**config.mk**
```make
export PLATFORM = sky130hd
export DESIGN_NAME = trig_match_unit
export DESIGN_NICKNAME = d
export VERILOG_FILES = /design/src/rtl/tmu_pkg.sv /design/src/rtl/tmu_bit_decode.sv /design/src/rtl/tmu_datapath.sv /design/src/rtl/tmu_control.sv /design/src/rtl/trig_match_unit.sv
export SDC_FILE = /design/constraint.sdc
export NUM_CORES = 1
export LEC_CHECK = 0
export BUFFER_PORTS_ARGS = -buffer_cell sky130_fd_sc_hd__buf_2
export CAP_MARGIN = 5
export CORE_ASPECT_RATIO = 0.75
export CORE_MARGIN = 1.5
export CORE_UTILIZATION = 50
export DETAILED_ROUTE_END_ITERATION = 16
export PLACE_DENSITY = 0.87
export SLEW_MARGIN = 0
export SYNTH_ARGS = -nofsm -noshare
export SYNTH_HDL_FRONTEND = slang
export SYNTH_SLANG_ARGS = --single-unit
```
**constraint.sdc**
```tcl
create_clock -name clk -period 3 [get_ports clk]
set_clock_uncertainty 0.1 [all_clocks]
set_input_delay 0.3 -clock clk [delete_from_list [all_inputs] [get_ports clk]]
set_output_delay 0.3 -clock clk [all_outputs]
set_load 0.1 [all_outputs]
```
**src/rtl/tmu_pkg.sv**
```systemverilog
package tmu_pkg;

  // Per-bit pattern codes
  typedef enum logic [2:0] {
    BM_LOW    = 3'd0,
    BM_HIGH   = 3'd1,
    BM_DC     = 3'd2,
    BM_RISE   = 3'd3,
    BM_FALL   = 3'd4,
    BM_ANY    = 3'd5,
    BM_STEADY = 3'd6,
    BM_DC2    = 3'd7
  } bit_mode_e;

  // Global comparison operator codes
  typedef enum logic [2:0] {
    OP_EQ      = 3'd0,
    OP_NE      = 3'd1,
    OP_GT      = 3'd2,
    OP_GE      = 3'd3,
    OP_LT      = 3'd4,
    OP_LE      = 3'd5,
    OP_INSIDE  = 3'd6,
    OP_OUTSIDE = 3'd7
  } cmp_op_e;

  // Strobes from control to datapath
  typedef struct packed {
    logic edgeValid;   // a previous sample exists
    logic sampleEn;    // capture current sample as previous
  } tmu_strobe_t;

endpackage

```
**src/rtl/tmu_bit_decode.sv**
```systemverilog
module tmu_bit_decode
  import tmu_pkg::*;
(
  input  logic [2:0] modeIn,
  input  logic       curBit,
  input  logic       prevBit,
  input  logic       edgeValid,
  output logic       careBit,
  output logic       refBit,
  output logic       edgeOk
);

  bit_mode_e code;
  logic      changed;

  assign code    = bit_mode_e'(modeIn);
  assign changed = curBit ^ prevBit;

  always_comb begin
    careBit = 1'b0;
    refBit  = 1'b0;
    edgeOk  = 1'b1;
    unique case (code)
      BM_LOW:    careBit = 1'b1;
      BM_HIGH: begin
        careBit = 1'b1;
        refBit  = 1'b1;
      end
      BM_RISE:   edgeOk = edgeValid & ~prevBit & curBit;
      BM_FALL:   edgeOk = edgeValid & prevBit & ~curBit;
      BM_ANY:    edgeOk = edgeValid & changed;
      BM_STEADY: edgeOk = ~edgeValid | ~changed;
      default:   edgeOk = 1'b1;  // don't care codes
    endcase
  end

endmodule

```
**src/rtl/tmu_datapath.sv**
```systemverilog
module tmu_datapath
  import tmu_pkg::*;
#(
  parameter int WIDTH = 8
) (
  input  logic               clk,
  input  logic               rstN,
  input  tmu_strobe_t        strobe,
  input  logic [WIDTH-1:0]   trigIn,
  input  logic [3*WIDTH-1:0] cfgBitMode,
  input  logic [2:0]         cfgOp,
  input  logic [WIDTH-1:0]   cfgLow,
  input  logic [WIDTH-1:0]   cfgHigh,
  output logic               hit
);

  logic [WIDTH-1:0] prevQ;
  logic [WIDTH-1:0] careMask;
  logic [WIDTH-1:0] refVal;
  logic [WIDTH-1:0] edgeVec;
  logic [WIDTH-1:0] curMasked;
  logic [WIDTH-1:0] lowMasked;
  logic [WIDTH-1:0] highMasked;
  logic             edgesOk;
  logic             levelEq;
  logic             aboveRef;
  logic             belowRef;
  logic             inRange;
  cmp_op_e          op;

  always_ff @(posedge clk or negedge rstN) begin
    if (!rstN)              prevQ <= '0;
    else if (strobe.sampleEn) prevQ <= trigIn;
  end

  for (genvar g = 0; g < WIDTH; g++) begin : g_bit
    tmu_bit_decode u_dec (
      .modeIn    (cfgBitMode[3*g +: 3]),
      .curBit    (trigIn[g]),
      .prevBit   (prevQ[g]),
      .edgeValid (strobe.edgeValid),
      .careBit   (careMask[g]),
      .refBit    (refVal[g]),
      .edgeOk    (edgeVec[g])
    );
  end

  assign curMasked  = trigIn  & careMask;
  assign lowMasked  = cfgLow  & careMask;
  assign highMasked = cfgHigh & careMask;
  assign edgesOk    = &edgeVec;
  assign levelEq    = (curMasked == refVal);
  assign aboveRef   = (curMasked >  refVal);
  assign belowRef   = (curMasked <  refVal);
  assign inRange    = (curMasked >= lowMasked) && (curMasked <= highMasked);
  assign op         = cmp_op_e'(cfgOp);

  always_comb begin
    unique case (op)
      OP_EQ:      hit = edgesOk & levelEq;
      OP_NE:      hit = ~(edgesOk & levelEq);
      OP_GT:      hit = edgesOk & aboveRef;
      OP_GE:      hit = edgesOk & ~belowRef;
      OP_LT:      hit = edgesOk & belowRef;
      OP_LE:      hit = edgesOk & ~aboveRef;
      OP_INSIDE:  hit = edgesOk & inRange;
      OP_OUTSIDE: hit = edgesOk & ~inRange;
      default:    hit = 1'b0;
    endcase
  end

endmodule

```
**src/rtl/tmu_control.sv**
```systemverilog
module tmu_control
  import tmu_pkg::*;
#(
  parameter int CNT_W  = 4,
  parameter bit CNT_EN = 1'b1
) (
  input  logic             clk,
  input  logic             rstN,
  input  logic             hit,
  input  logic             rearm,
  input  logic [CNT_W-1:0] cfgCount,
  output tmu_strobe_t      strobe,
  output logic             matchEvent
);

  localparam logic [CNT_W-1:0] CNT_MAX = {CNT_W{1'b1}};

  logic edgeValidQ;
  logic eventQ;

  always_ff @(posedge clk or negedge rstN) begin
    if (!rstN) edgeValidQ <= 1'b0;
    else       edgeValidQ <= 1'b1;
  end

  assign strobe.edgeValid = edgeValidQ;
  assign strobe.sampleEn  = 1'b1;

  if (CNT_EN) begin : g_counter
    logic [CNT_W-1:0] cntQ;
    logic [CNT_W-1:0] target;
    logic [CNT_W:0]   nextCount;
    logic             reached;

    assign target    = (cfgCount == '0) ? CNT_W'(1) : cfgCount;
    assign nextCount = {1'b0, cntQ} + 1'b1;
    assign reached   = nextCount >= {1'b0, target};

    always_ff @(posedge clk or negedge rstN) begin
      if (!rstN) begin
        cntQ   <= '0;
        eventQ <= 1'b0;
      end else if (rearm) begin
        cntQ   <= '0;
        eventQ <= 1'b0;
      end else begin
        eventQ <= hit & reached;
        if (hit && cntQ != CNT_MAX) cntQ <= cntQ + 1'b1;
      end
    end
  end else begin : g_direct
    logic unusedCount;
    assign unusedCount = ^cfgCount;

    always_ff @(posedge clk or negedge rstN) begin
      if (!rstN) eventQ <= 1'b0;
      else       eventQ <= hit & ~rearm;
    end
  end

  assign matchEvent = eventQ;

endmodule

```
**src/rtl/trig_match_unit.sv**
```systemverilog
module trig_match_unit
  import tmu_pkg::*;
#(
  parameter int WIDTH  = 8,
  parameter int CNT_W  = 4,
  parameter bit CNT_EN = 1'b1
) (
  input  logic               clk,
  input  logic               rstN,
  input  logic [WIDTH-1:0]   trigIn,
  input  logic [3*WIDTH-1:0] cfgBitMode,
  input  logic [2:0]         cfgOp,
  input  logic [WIDTH-1:0]   cfgLow,
  input  logic [WIDTH-1:0]   cfgHigh,
  input  logic [CNT_W-1:0]   cfgCount,
  input  logic               rearm,
  output logic               matchEvent
);

  tmu_strobe_t strobe;
  logic        dpHit;

  tmu_datapath #(.WIDTH(WIDTH)) u_dp (
    .clk        (clk),
    .rstN       (rstN),
    .strobe     (strobe),
    .trigIn     (trigIn),
    .cfgBitMode (cfgBitMode),
    .cfgOp      (cfgOp),
    .cfgLow     (cfgLow),
    .cfgHigh    (cfgHigh),
    .hit        (dpHit)
  );

  tmu_control #(.CNT_W(CNT_W), .CNT_EN(CNT_EN)) u_ctrl (
    .clk        (clk),
    .rstN       (rstN),
    .hit        (dpHit),
    .rearm      (rearm),
    .cfgCount   (cfgCount),
    .strobe     (strobe),
    .matchEvent (matchEvent)
  );

endmodule

```
---- Word level (Yosys, flattened, before mapping) ----
Index checks and enable logic that the tools add are counted.
word-level totals
  bits in registers ....................... 14
  input bits .............................. 58
  output and inout port bits .............. 1
  logic and storage cells ................. 207
cells by class
  add/subtract/negate cells ............... 2
  magnitude comparators ................... 5
  equal/unequal tests ..................... 49
  mux-type cells .......................... 29
  bitwise gates (word level) .............. 96
  reduce and logical (&&, ||, !) cells .... 22
operators with widths
  operator               count
  $eq A3 B3 Y1 const B   28
  $and A1 B1 Y1          48
  $pmux W1 S4            8
  $eq A3 B2 Y1 const B   10
  $not A1 Y1             29
  $eq A3 B1 Y1 const B   9
  $logic_not A3 Y1       9
  $and A8 B8 Y8          3
  $mux W1                17
  $reduce_or A2 Y1       8
  $mux W4                3
  $eq A8 B8 Y1           1
  $ge A8 B8 Y1           1
  $gt A8 B8 Y1           1
  $le A8 B8 Y1           1
  $lt A8 B8 Y1           1
  $or A1 B1 Y1           8
  $pmux W1 S8            1
  $reduce_and A8 Y1      1
  $xor A1 B1 Y1          8
  $add A4 B1 Y5 const B  1
  $ge A5 B4 Y1           1
  $add A4 B1 Y4 const B  1
  $logic_not A4 Y1       1
  other kinds (3)        4

---- Logic depth before layout (Yosys ltp) ----
Gate-level depths: netlist of run 1.
  depth in word-level cells ............... 12
  gate-level depth with buffers ........... 11
  depth with buffers taken out ............ 11

---- Hierarchy ----
Synthesis of run 1 repeated with hierarchy kept, for this count alone.
second synthesis, totals
  cells, all modules ...................... 252
  area, all modules ....................... 2033.2 um2
by module, submodules not included
  module          instances  cells each  area an instance (um2)  sequential area each (um2)
  tmu_datapath    1          130         1071.0                  200.2
  tmu_bit_decode  8          10          67.6                    0.0
  tmu_control     1          42          421.7                   150.1

---- Worst setup path before layout of run 1 ----
OpenSTA, ideal clock, no wires.
  kind .................................... input port to flip-flop
  start ................................... input cfgBitMode[4]
  end ..................................... register u_ctrl.g_counter.cntQ[0]
  setup time .............................. 0.077 ns
  data arrival time ....................... 2.547 ns
  data required time ...................... 2.823 ns
  path slack .............................. 0.275 ns
  stages .................................. 11
  path buffers ............................ 0
  cell sequence ........................... nor2_1 and2_1 ha_1 nor2b_1 a211oi_2 nor4_1 o311a_1 and2_4 o31a_1 or3_1 a21oi_1
on the way
  word-level cells in the longest chain between the ends .. 11
  elaborated cells between the ends (all ways) .. 34
  those cells by class .................... 4 x order compare; 6 x eq/ne; 4 x mux; 14 x bitwise; 6 x reduce/logical
ends and longest elaborated chain
  element                                           line                                                        RTL
  start: declaration                                trig_match_unit.sv:11                                       input logic [3*WIDTH-1:0] cfgBitMode,
  $eq A3 B1 Y1 or $logic_not A3 Y1 (tied branches)  tmu_bit_decode.sv:23                                        unique case (code)
  $reduce_or A2 Y1 (no source line)                 n/a
  $mux W1                                           tmu_bit_decode.sv:23
  $and A8 B8 Y8, on equally long branches           tmu_datapath.sv:48, tmu_datapath.sv:49, tmu_datapath.sv:50
  $ge A8 B8 Y1 or $le A8 B8 Y1 (tied branches)      tmu_datapath.sv:55                                          assign inRange = (curMasked >= lowMasked) && (curMasked <= highMasked);
  $logic_and A1 B1 Y1                               tmu_datapath.sv:55
  $not A1 Y1                                        tmu_datapath.sv:67                                          OP_OUTSIDE: hit = edgesOk & ~inRange;
  $and A1 B1 Y1                                     tmu_datapath.sv:67
  $pmux W1 S8 *                                     tmu_datapath.sv:59                                          unique case (op)
  $logic_and A1 B1 Y1 *                             tmu_control.sv:48                                           if (hit && cntQ != CNT_MAX) cntQ <= cntQ + 1'b1;
  $reduce_bool A2 Y1 (no source line) *             n/a
  end signal: assignment                            tmu_control.sv:48
  end: declaration                                  tmu_control.sv:30                                           logic [CNT_W-1:0] cntQ;
Every way passes the cells marked *; elsewhere a longest branch is shown, timed or not.
A chain may end at the register's enable or synchronous reset.

---- Final worst setup path of run 1 ----
  start ................................... input cfgBitMode[13]
  end ..................................... register u_ctrl.g_counter.cntQ[0]
The elaborated chain is that of the path after synthesis.

==> results of run 1 <==
==> layer usage <==
layer  vias to the layer above  part of all wire  global-route usage
li1                       1047                 -                   -
met1                       967              0.43              0.3434
met2                        86              0.48              0.4401
met3                        10             0.070             0.03770
met4                         0             0.017             0.05974
met5                         -                 0                   0
==> kinds of logic (layout without fill, tap and decap cells) <==
group / count (synthesis) / after routing / share of synthesized area
compound gates: 63 / 63 / 0.2329
xor+xnor: 12 / 12 / 0.05480
fa+ha+maj: 26 / 26 / 0.1696
buf+inv: 9 / 80 / 0.02153
flops: 14 / 14 / 0.1827
other cells: 1 / 1 / 0.001955
simple gates: 112 / 112 / 0.3366
==> where the power goes <==
group | total [uW] | leakage, uW | internal [uW] | switching, uW
Combinational | 282 | 0.000940 | 132 | 150
Sequential | 204 | 0.000174 | 196 | 7.36
Clock | 191 | 0.0000288 | 116 | 74.1
Total | 677 | 0.00114 | 445 | 232
==> state kept, by name, indices dropped and copies added, names as in the netlist <==
register / cells
u_ctrl.edgeValidQ: 1
u_ctrl.g_counter.cntQ: 4
u_ctrl.matchEvent: 1
u_dp.prevQ: 8
==> layout by cell type (no fill, tap or decap), types with 4 or more instances in the layout <==
cell type / instances
a21oi_1: 20
a311oi_1: 4
and2_1: 11
and4b_1: 6
buf_2: 58
buf_4: 10
clkbuf_8: 4
dfrtp_1: 14
ha_1: 26
inv_1: 7
nand2_1: 33
nand2b_1: 8
nor2_1: 9
nor2b_1: 5
nor3_1: 11
nor4bb_1: 4
o21ai_0: 6
o311ai_0: 6
xnor2_1: 9
==> per-stage QoR <==
step | hold slack, ps | utilization | TNS [ps] | power [uW] | instances
floorplan | -95.59 | - | 0 | 360.1 | 237
global placement | 119.1 | 0.6374 | 0 | 458.6 | 355
detailed placement | 125.7 | 0.6374 | -376.5 | 469.8 | 355
CTS | 114.3 | 0.6552 | 0 | 662.4 | 360
global route | 120.1 | 0.6647 | -77.74 | 718.2 | 360
finish | 117.8 | 0.6647 | 0 | 676.6 | 360
==> path summary, 6_finish.rpt <==
check	start	end	slack [ps]	depth (start not counted)
setup / recovery	cfgBitMode[13]	u_ctrl.g_counter.cntQ[0]	120	12
max in group asynchronous	rstN	u_dp.prevQ[6]	2170	2
hold reg to reg	u_ctrl.g_counter.cntQ[1]	u_ctrl.g_counter.cntQ[1]	490	2
hold / removal	trigIn[7]	u_dp.prevQ[7]	120	1
setup reg to reg	u_ctrl.edgeValidQ	u_ctrl.g_counter.cntQ[2]	260	8
min in group asynchronous	rstN	u_ctrl.g_counter.cntQ[2]	380	2
==> worst max-delay path, stage by stage <==
cell and delay (ps):
buf_2 140, nor2_1 80, and2_1 220, ha_1 290
and4_1 220, nand2_1 100, nor4_2 390, o221ai_1 200
and2_4 180, o31a_1 320, or3_1 350, a21oi_1 170
==> cells in the mapped netlist, drive strengths merged, types with 6 or more instances <==
cell | count | area, sq um
o311ai | 7 | 61.31
nand2 | 33 | 123.9
xnor2 | 9 | 78.83
nand2b | 8 | 50.05
nor3 | 11 | 55.05
inv | 7 | 26.28
and2 | 12 | 77.58
ha | 26 | 325.3
and4b | 6 | 60.06
o21ai | 7 | 35.03
a21oi | 20 | 100.1
dfrtp | 14 | 350.3
nor2 | 11 | 43.80
==> what timing repair did <==
item | 4_1_cts | 5_1_grt
setup buffers | 0 | 0
endpoints found under the hold margin | 14 | 0
gates resized for setup | 0 | 7
setup endpoints to repair | 0 | 5
hold buffers | 1 | 0
==> layout make-up <==
class | count | area, sq um | share of cell area
tap | 52 | 65.06 | 0.02674
timing repair buffer | 69 | 375.4 | 0.1542
sequential | 14 | 350.3 | 0.1440
clock buffer | 4 | 55.05 | 0.02262
multi-input combinational | 214 | 1562 | 0.6416
inverter | 7 | 26.28 | 0.01080
==> results_dict.tcl, run 1 <==
set metrics [dict create \
    status "finished clean" \
    ant_nets 0 \
    critPathKind "in2reg" \
    drc_errors 0 \
    avgSynthCellArea_sq_um 8.093 \
    dp_worst_setup_slack_ps -175.5 \
    period_needed_ps 2884 \
    grt_use_total 0.2586 \
    gp_congestion 0.9573 \
    die_h_um 56.64 \
    start_util 0.5239 \
    clk_pin_slew_ps 60 \
    fillers 314 \
    worstPathRequired_ps 3070 \
    wirelength_mm 5.384 \
    clock_path_buffers 2 \
    hold_viol_final 0 \
    drive_above_1_share 0.2857 \
    syn_inst 237 \
    synth_edf_count 0 \
    ioPinCount 59 \
    avgRoutedWirePerCell_um 14.96 \
    synthDistinctLibCells 50 \
    max_slew.worst_pin.slew_ps 594.5 \
    rows 19 \
    async_reset_ff_frac 1.000 \
    grt_start_max_net_pins 15 \
    finalCritPeriodShare 0.9613 \
    fp.dieW_um 74.52 \
    worstPathArrival_ps 2960 \
    setup_slack_ps 116.0 \
    syn-num-nets 321 \
    clockRootBuffer "clkbuf_8" \
    cts_tree "yes" \
    dieArea_sq_mm 0.004221 \
    insertion_delay_ps 250 \
    drt_iter0_drc 158 \
    yosysWarnings 0 \
    viasPerCell 5.861 \
    end_kind "flop" \
    synth_seq_area_share 0.1826 \
    first_pass_iters 4 \
    dpl.hpwl_mm 4.255 \
    grt_pass1_vias 1970 \
    path_max_fanout 4 \
    drv_cap 0 \
    power_density_mw_per_mm2 278.0 \
    leakagePower_uw 0.001143 \
    crit_path_start_kind "input port" \
    post_dp_cell_area_sq_mm 0.002333 \
    nets 393 \
    area.growth.synth_to_final_pct 26.88 \
    synth-main-ff-cell "dfrtp_1" \
    core_sq_mm 0.003661 \
    drv_slew 0 \
    antenna_found_initial 0 \
    grt_pass1_wl_mm 8.473 \
    holdCritPathClass "in2reg" \
    cts_max_level 1 \
    cts_buffers 3 \
    fmax_mhz 346.7 \
    grt-ovfl-total 0 \
    vias 2110 \
    syn-cell-area_sq_mm 0.001918 \
    setup_violations 0 \
    stdcell_area_sq_mm 0.002434 \
    insertedDiodeCount 0 \
    ys_ff_latch 14 \
    numClockSinks 14 \
    port_buffers 58 \
    slew_headroom 0.5974 \
    ir_drop_mv 0.3275 \
]
(Power assumes the default switching activity.)
==> inputs of run 2 (changes only) <==
--- a/config.mk
+++ b/config.mk
@@ -5,13 +5,13 @@
 export SDC_FILE = /design/constraint.sdc
 export NUM_CORES = 1
 export LEC_CHECK = 0
+export ABC_AREA = 0
 export BUFFER_PORTS_ARGS = -buffer_cell sky130_fd_sc_hd__buf_2
 export CAP_MARGIN = 5
-export CORE_ASPECT_RATIO = 0.75
 export CORE_MARGIN = 1.5
 export CORE_UTILIZATION = 50
 export DETAILED_ROUTE_END_ITERATION = 16
-export PLACE_DENSITY = 0.87
+export PLACE_DENSITY_LB_ADDON = 0.08
 export SLEW_MARGIN = 0
 export SYNTH_ARGS = -nofsm -noshare
 export SYNTH_HDL_FRONTEND = slang
==> run 2 against run 1 <==
Sequential share of layout area up 0.082 points. Register-to-register slack better by 330 ps. Non-clock buffer count down 2. Worst setup slack better by 98 ps. Core utilization down 0.38 points. Count of clock-buffer cells in the layout unchanged. First-iteration DRC count down 58%.
==> results_dict.tcl, run 2 (synthesis results as in run 1) <==
set metrics [dict create \
    vias 2042 \
    grt_use_total 0.2416 \
    die_h_um 64.94 \
    start_util 0.5239 \
    clock_path_buffers 2 \
    setup_slack_ps 214.3 \
    drc_errors 0 \
    gp_congestion 0.8090 \
    rsz0062_at_grt "false" \
    drv_cap 0 \
    leakagePower_uw 0.001136 \
    setup_violations 0 \
    holdCritPathClass "in2reg" \
    post_cts_buffers 0 \
    fin_hold_ws_ps 123.5 \
    end_kind "flop" \
    grt_pass1_wl_mm 7.907 \
    insertedDiodeCount 0 \
    layout_commonest_cell "buf_2" \
    core_sq_mm 0.003661 \
    nets 391 \
    cts_buffers 3 \
    cts_tree "yes" \
    wirelength_mm 4.893 \
    avgRoutedWirePerCell_um 13.82 \
    top_regs "u_dp.prevQ x8, u_ctrl.g_counter.cntQ x4" \
    fmax_mhz 359.0 \
    regMostFlops "u_dp.prevQ" \
    fillers 340 \
    port_buffers 58 \
    numClockSinks 14 \
    drv_slew 0 \
    critPathKind "in2reg" \
    largest_reg_flops 8 \
    status "finished clean" \
    worstPathArrival_ps 2860 \
    dieArea_sq_mm 0.004217 \
    clk_pin_slew_ps 60 \
    tns_ps 0 \
    ir_drop_mv 0.4130 \
    insertion_delay_ps 250 \
    finalCritPeriodShare 0.9286 \
    clockRootBuffer "clkbuf_8" \
    grt_pass1_vias 1804 \
    ioPinCount 59 \
    period_needed_ps 2786 \
    viasPerCell 5.768 \
    dp_worst_setup_slack_ps -193.7 \
    rows 22 \
    grt-ovfl-total 0 \
    path_max_fanout 4 \
    mostFrequentLayoutCells "buf_2 (58), nand2_1 (33), ha_1 (26), a21oi_1 (20), dfrtp_1 (14)" \
    power_density_mw_per_mm2 274.2 \
    hold_viol_final 0 \
    rrSetupSlack_ps 590 \
    first_pass_iters 5 \
    crit_path_start_kind "input port" \
    grt_start_max_net_pins 15 \
    antenna_found_initial 0 \
    cts_max_level 1 \
    drt_iter0_drc 67 \
    dpl.hpwl_mm 3.979 \
    drive_above_1_share 0.2843 \
    worstPathRequired_ps 3080 \
    area.growth.synth_to_final_pct 26.16 \
    ant_nets 0 \
    fp.dieW_um 64.94 \
]
[run 2: cell count changes in the layout (fill, tap and decap cells not counted), sizes merged]
cell / before / now
buf: 68 / 66
[run 2: timing repair]
action                                 in CTS  in global routing
hold buffers                                1                  0
gates resized for setup                     0                  7
endpoints found under the hold margin      14                  0
setup endpoints to repair                   0                  5
[run 2: layout make-up]
class | count | area (sq um) | share of cell area
multi-input cells | 214 | 1568 | 0.6479
repair buffers | 67 | 360.3 | 0.1489
flip-flops and latches | 14 | 350.3 | 0.1448
well taps | 48 | 60.06 | 0.02482
clock buffers | 4 | 55.05 | 0.02275
inverters | 7 | 26.28 | 0.01086
[run 2: worst paths after layout]
check	from	endpoint	depth (start not counted)
min in group asynchronous	rstN	u_dp.prevQ[6]	2
max in group asynchronous	rstN	u_ctrl.matchEvent	2
min	trigIn[7]	u_dp.prevQ[7]	1
min reg2reg	u_ctrl.g_counter.cntQ[1]	u_ctrl.g_counter.cntQ[1]	2
max	cfgBitMode[16]	u_ctrl.g_counter.cntQ[0]	13
max reg2reg	u_ctrl.edgeValidQ	u_ctrl.g_counter.cntQ[3]	8
[run 2: layer usage]
metal,part of all wire,track usage,up-vias
met3,0.034,0.02257,4
met4,0.0084,0.07447,0
met1,0.48,0.3125,935
met2,0.48,0.4227,51
li1,-,-,1052
met5,0,0,-
[run 2: power breakdown]
group | total, uW | internal, uW | leakage, uW | switching (uW)
Combinational | 275 | 131 | 0.000933 | 144
Sequential | 202 | 196 | 0.000174 | 6.18
Clock | 186 | 116 | 0.0000288 | 69.7
[run 2: metrics by stage]
stage	total power, uW	util	area [sq um]	instances
after floorplan	360.1	-	1918	237
after CTS	656.4	0.6497	2379	354
after global placement	459.9	0.6319	2313	349
after detailed placement	465.1	0.6319	2313	349
final	663.6	0.6610	2420	354
after global routing	709.4	0.6610	2420	354
[run 2: critical path, cell delays in order]
cell	delay [ps]
buf_2	120
nor2_1	180
buf_4	150
nand2_1	50
ha_1	290
a21oi_1	60
o21ai_0	280
nor2_1	80
a211o_1	350
and3_2	240
o31a_1	270
or3_1	350
a21oi_1	140
==> inputs of run 3 (changes only) <==
--- a/config.mk
+++ b/config.mk
@@ -10,9 +10,11 @@
 export CAP_MARGIN = 5
 export CORE_MARGIN = 1.5
 export CORE_UTILIZATION = 50
+export CTS_BUF_LIST = sky130_fd_sc_hd__clkbuf_8
 export DETAILED_ROUTE_END_ITERATION = 16
 export PLACE_DENSITY_LB_ADDON = 0.08
 export SLEW_MARGIN = 0
 export SYNTH_ARGS = -nofsm -noshare
 export SYNTH_HDL_FRONTEND = slang
+export SYNTH_HIERARCHICAL = 1
 export SYNTH_SLANG_ARGS = --single-unit
==> run 3 against run 2 <==
Sequential share of layout area decreased by 1.4 points. Global-route usage about the same. Core utilization increased by 4.9 points. Critical path type is now reg2reg. Highest routed layer unchanged.
==> results_dict.tcl, run 3 <==
set metrics [dict create \
    regMostFlops "u_dp/prevQ" \
    yosysMostFrequentCell "nand2_1" \
    avgRoutedWirePerCell_um 13.56 \
    drv_cap 0 \
    numClockSinks 14 \
    insertedDiodeCount 0 \
    largest_reg_flops 8 \
    avgSynthCellArea_sq_um 8.068 \
    vias 2187 \
    setup_slack_ps 177.0 \
    fillers 318 \
    ys_ff_latch 14 \
    worstPathArrival_ps 2860 \
    grt-ovfl-total 0 \
    yosys.area.top_type "dfrtp_1" \
    wirelength_mm 5.261 \
    stdcell_area_sq_mm 0.002678 \
    netlist_top_cells_area "dfrtp_1 (17%), ha_1 (16%), and2_1 (5.2%)" \
    leakagePower_uw 0.001342 \
    drc_errors 0 \
    grt_pass1_wl_mm 8.376 \
    core_sq_mm 0.003771 \
    tns_ps 0 \
    holdCritPathClass "in2reg" \
    post_dp_cell_area_sq_mm 0.002571 \
    drv_slew 0 \
    grt_use_total 0.2418 \
    synth_edf_count 0 \
    syn-cell-area_sq_mm 0.002033 \
    yosysWarnings 6 \
    cts_tree "yes" \
    finalPower_uw 685.1 \
    clockRootBuffer "clkbuf_8" \
    synth_top_area_frac 0.1723 \
    ant_nets 0 \
    synth_common_cells "nand2_1 (27), ha_1 (26), and2_1 (17), inv_1 (17), nor2_1 (15)" \
    synth_seq_area_share 0.1723 \
    area.growth.synth_to_final_pct 31.69 \
    viasPerCell 5.637 \
    dpl.hpwl_mm 4.328 \
    finalCritPeriodShare 0.9410 \
    dieArea_sq_mm 0.004458 \
    layout_commonest_cell "buf_2" \
    async_reset_ff_frac 1.000 \
    end_kind "flop" \
    status "finished clean" \
    cts_max_level 1 \
    dp_worst_setup_slack_ps -60.59 \
    clock_path_buffers 2 \
    ir_drop_mv 0.2948 \
    min_delay_path_depth 2 \
    top_regs "u_dp/prevQ x8, u_ctrl/g_counter.cntQ x4" \
    nets 425 \
    critPathKind "reg2reg" \
    syn_inst 252 \
    worstPathRequired_ps 3030 \
    gp_congestion 0.8672 \
    multi_input_area_sq_mm 0.001642 \
    hold_viol_final 0 \
    ff2ff_path_depth 12 \
    grt_pass1_vias 1965 \
    power_density_mw_per_mm2 255.9 \
    insertion_delay_ps 250 \
    drt_iter0_drc 175 \
    path_max_fanout 18 \
    period_needed_ps 2823 \
    synthDistinctLibCells 48 \
    setup_violations 0 \
    synth-main-ff-cell "dfrtp_1" \
    crit_path_start_kind "flop" \
    grt_start_max_net_pins 19 \
    fp.dieW_um 66.77 \
    clk_pin_slew_ps 60 \
    first_pass_iters 4 \
    post_cts_buffers 0 \
    start_util 0.5392 \
    fmax_mhz 354.2 \
    ioPinCount 59 \
    regArea_sq_um 350.3 \
    rows 22 \
    mostFrequentLayoutCells "buf_2 (58), nand2_1 (27), ha_1 (26), buf_4 (26)" \
    cts_buffers 3 \
    die_h_um 66.77 \
    antenna_found_initial 0 \
    port_buffers 58 \
    final_core_util 0.7100 \
    drive_above_1_share 0.3324 \
]
run 3: cell types whose count changed after synthesis, sizes merged, moves of 8 or more:
cell | before | now
nand4b | 0 | 8
inv | 7 | 17
mux2 | 0 | 9
xnor2 | 9 | 1
a21oi | 20 | 8
or4 | 0 | 10
run 3: logic make-up after synthesis:
family,share of synthesized area
compound gates,0.1883
xor+xnor,0.04738
fa+ha+maj,0.1600
buf+inv,0.04061
flops,0.1723
mux,0.05662
other cells,0.001844
simple gates,0.3329
run 3: metrics by stage:
| step | hold slack (ps) | instances |
|---|---|---|
| 2_1_floorplan | -95.59 | 253 |
| 3_3_place_gp | 116.9 | 383 |
| 3_5_place_dp | 115.7 | 383 |
| 4_1_cts | 200.3 | 388 |
| 5_1_grt | 211.7 | 388 |
| 6_report | 207.9 | 388 |
run 3: timing repair:
| action | CTS | global route |
|---|---|---|
| resized for setup | 0 | 11 |
| hold buffers | 1 | 0 |
| endpoints found under the hold margin | 14 | 0 |
| endpoints found under the setup margin | 0 | 5 |
run 3: per-layer routing:
| metal | track usage | vias to the layer above | wire length (um) |
|---|---|---|---|
| met4 | 0.07143 | 0 | 55 |
| met1 | 0.3161 | 1030 | 2521 |
| li1 | - | 1116 | - |
| met3 | 0.01520 | 5 | 167 |
| met2 | 0.4250 | 36 | 2517 |
| met5 | 0 | - | 0 |
run 3: worst paths after layout:
path | start | endpoint | slack, ps
hold reg to reg | u_ctrl/g_counter.cntQ[1] | u_ctrl/g_counter.cntQ[1] | 490
setup reg to reg | u_ctrl/edgeValidQ | u_ctrl/g_counter.cntQ[0] | 180
max in group asynchronous | rstN | u_dp/prevQ[4] | 2190
hold / removal | rearm | u_ctrl/g_counter.cntQ[3] | 210
setup / recovery | u_ctrl/edgeValidQ | u_ctrl/g_counter.cntQ[0] | 180
min in group asynchronous | rstN | u_ctrl/matchEvent | 380
run 3: cell type report:
cell class | instances | area share
Tap cell | 48 | 0.02243
Inverter | 17 | 0.02383
Multi-Input combinational cell | 219 | 0.6131
Clock buffer | 4 | 0.02056
Sequential cell | 14 | 0.1308
Timing Repair Buffer | 86 | 0.1893
run 3: report_power, final:
group	switching [uW]	total (uW)	leakage, uW	internal (uW)
clock	67.2	184	0.0000288	116
sequential	14.4	216	0.000175	202
combinational	138	285	0.00114	147
run 3: critical path, cell delays in order (launching register included):
cell     delay (ps)
dfrtp_1         380
buf_6           190
nand2_1          90
o31ai_2         220
or4_4           180
nand4_1          90
nor2_2          140
nand2_1          90
or4_1           550
nand3_2         110
inv_1            70
a31oi_2         190
mux2_4          310
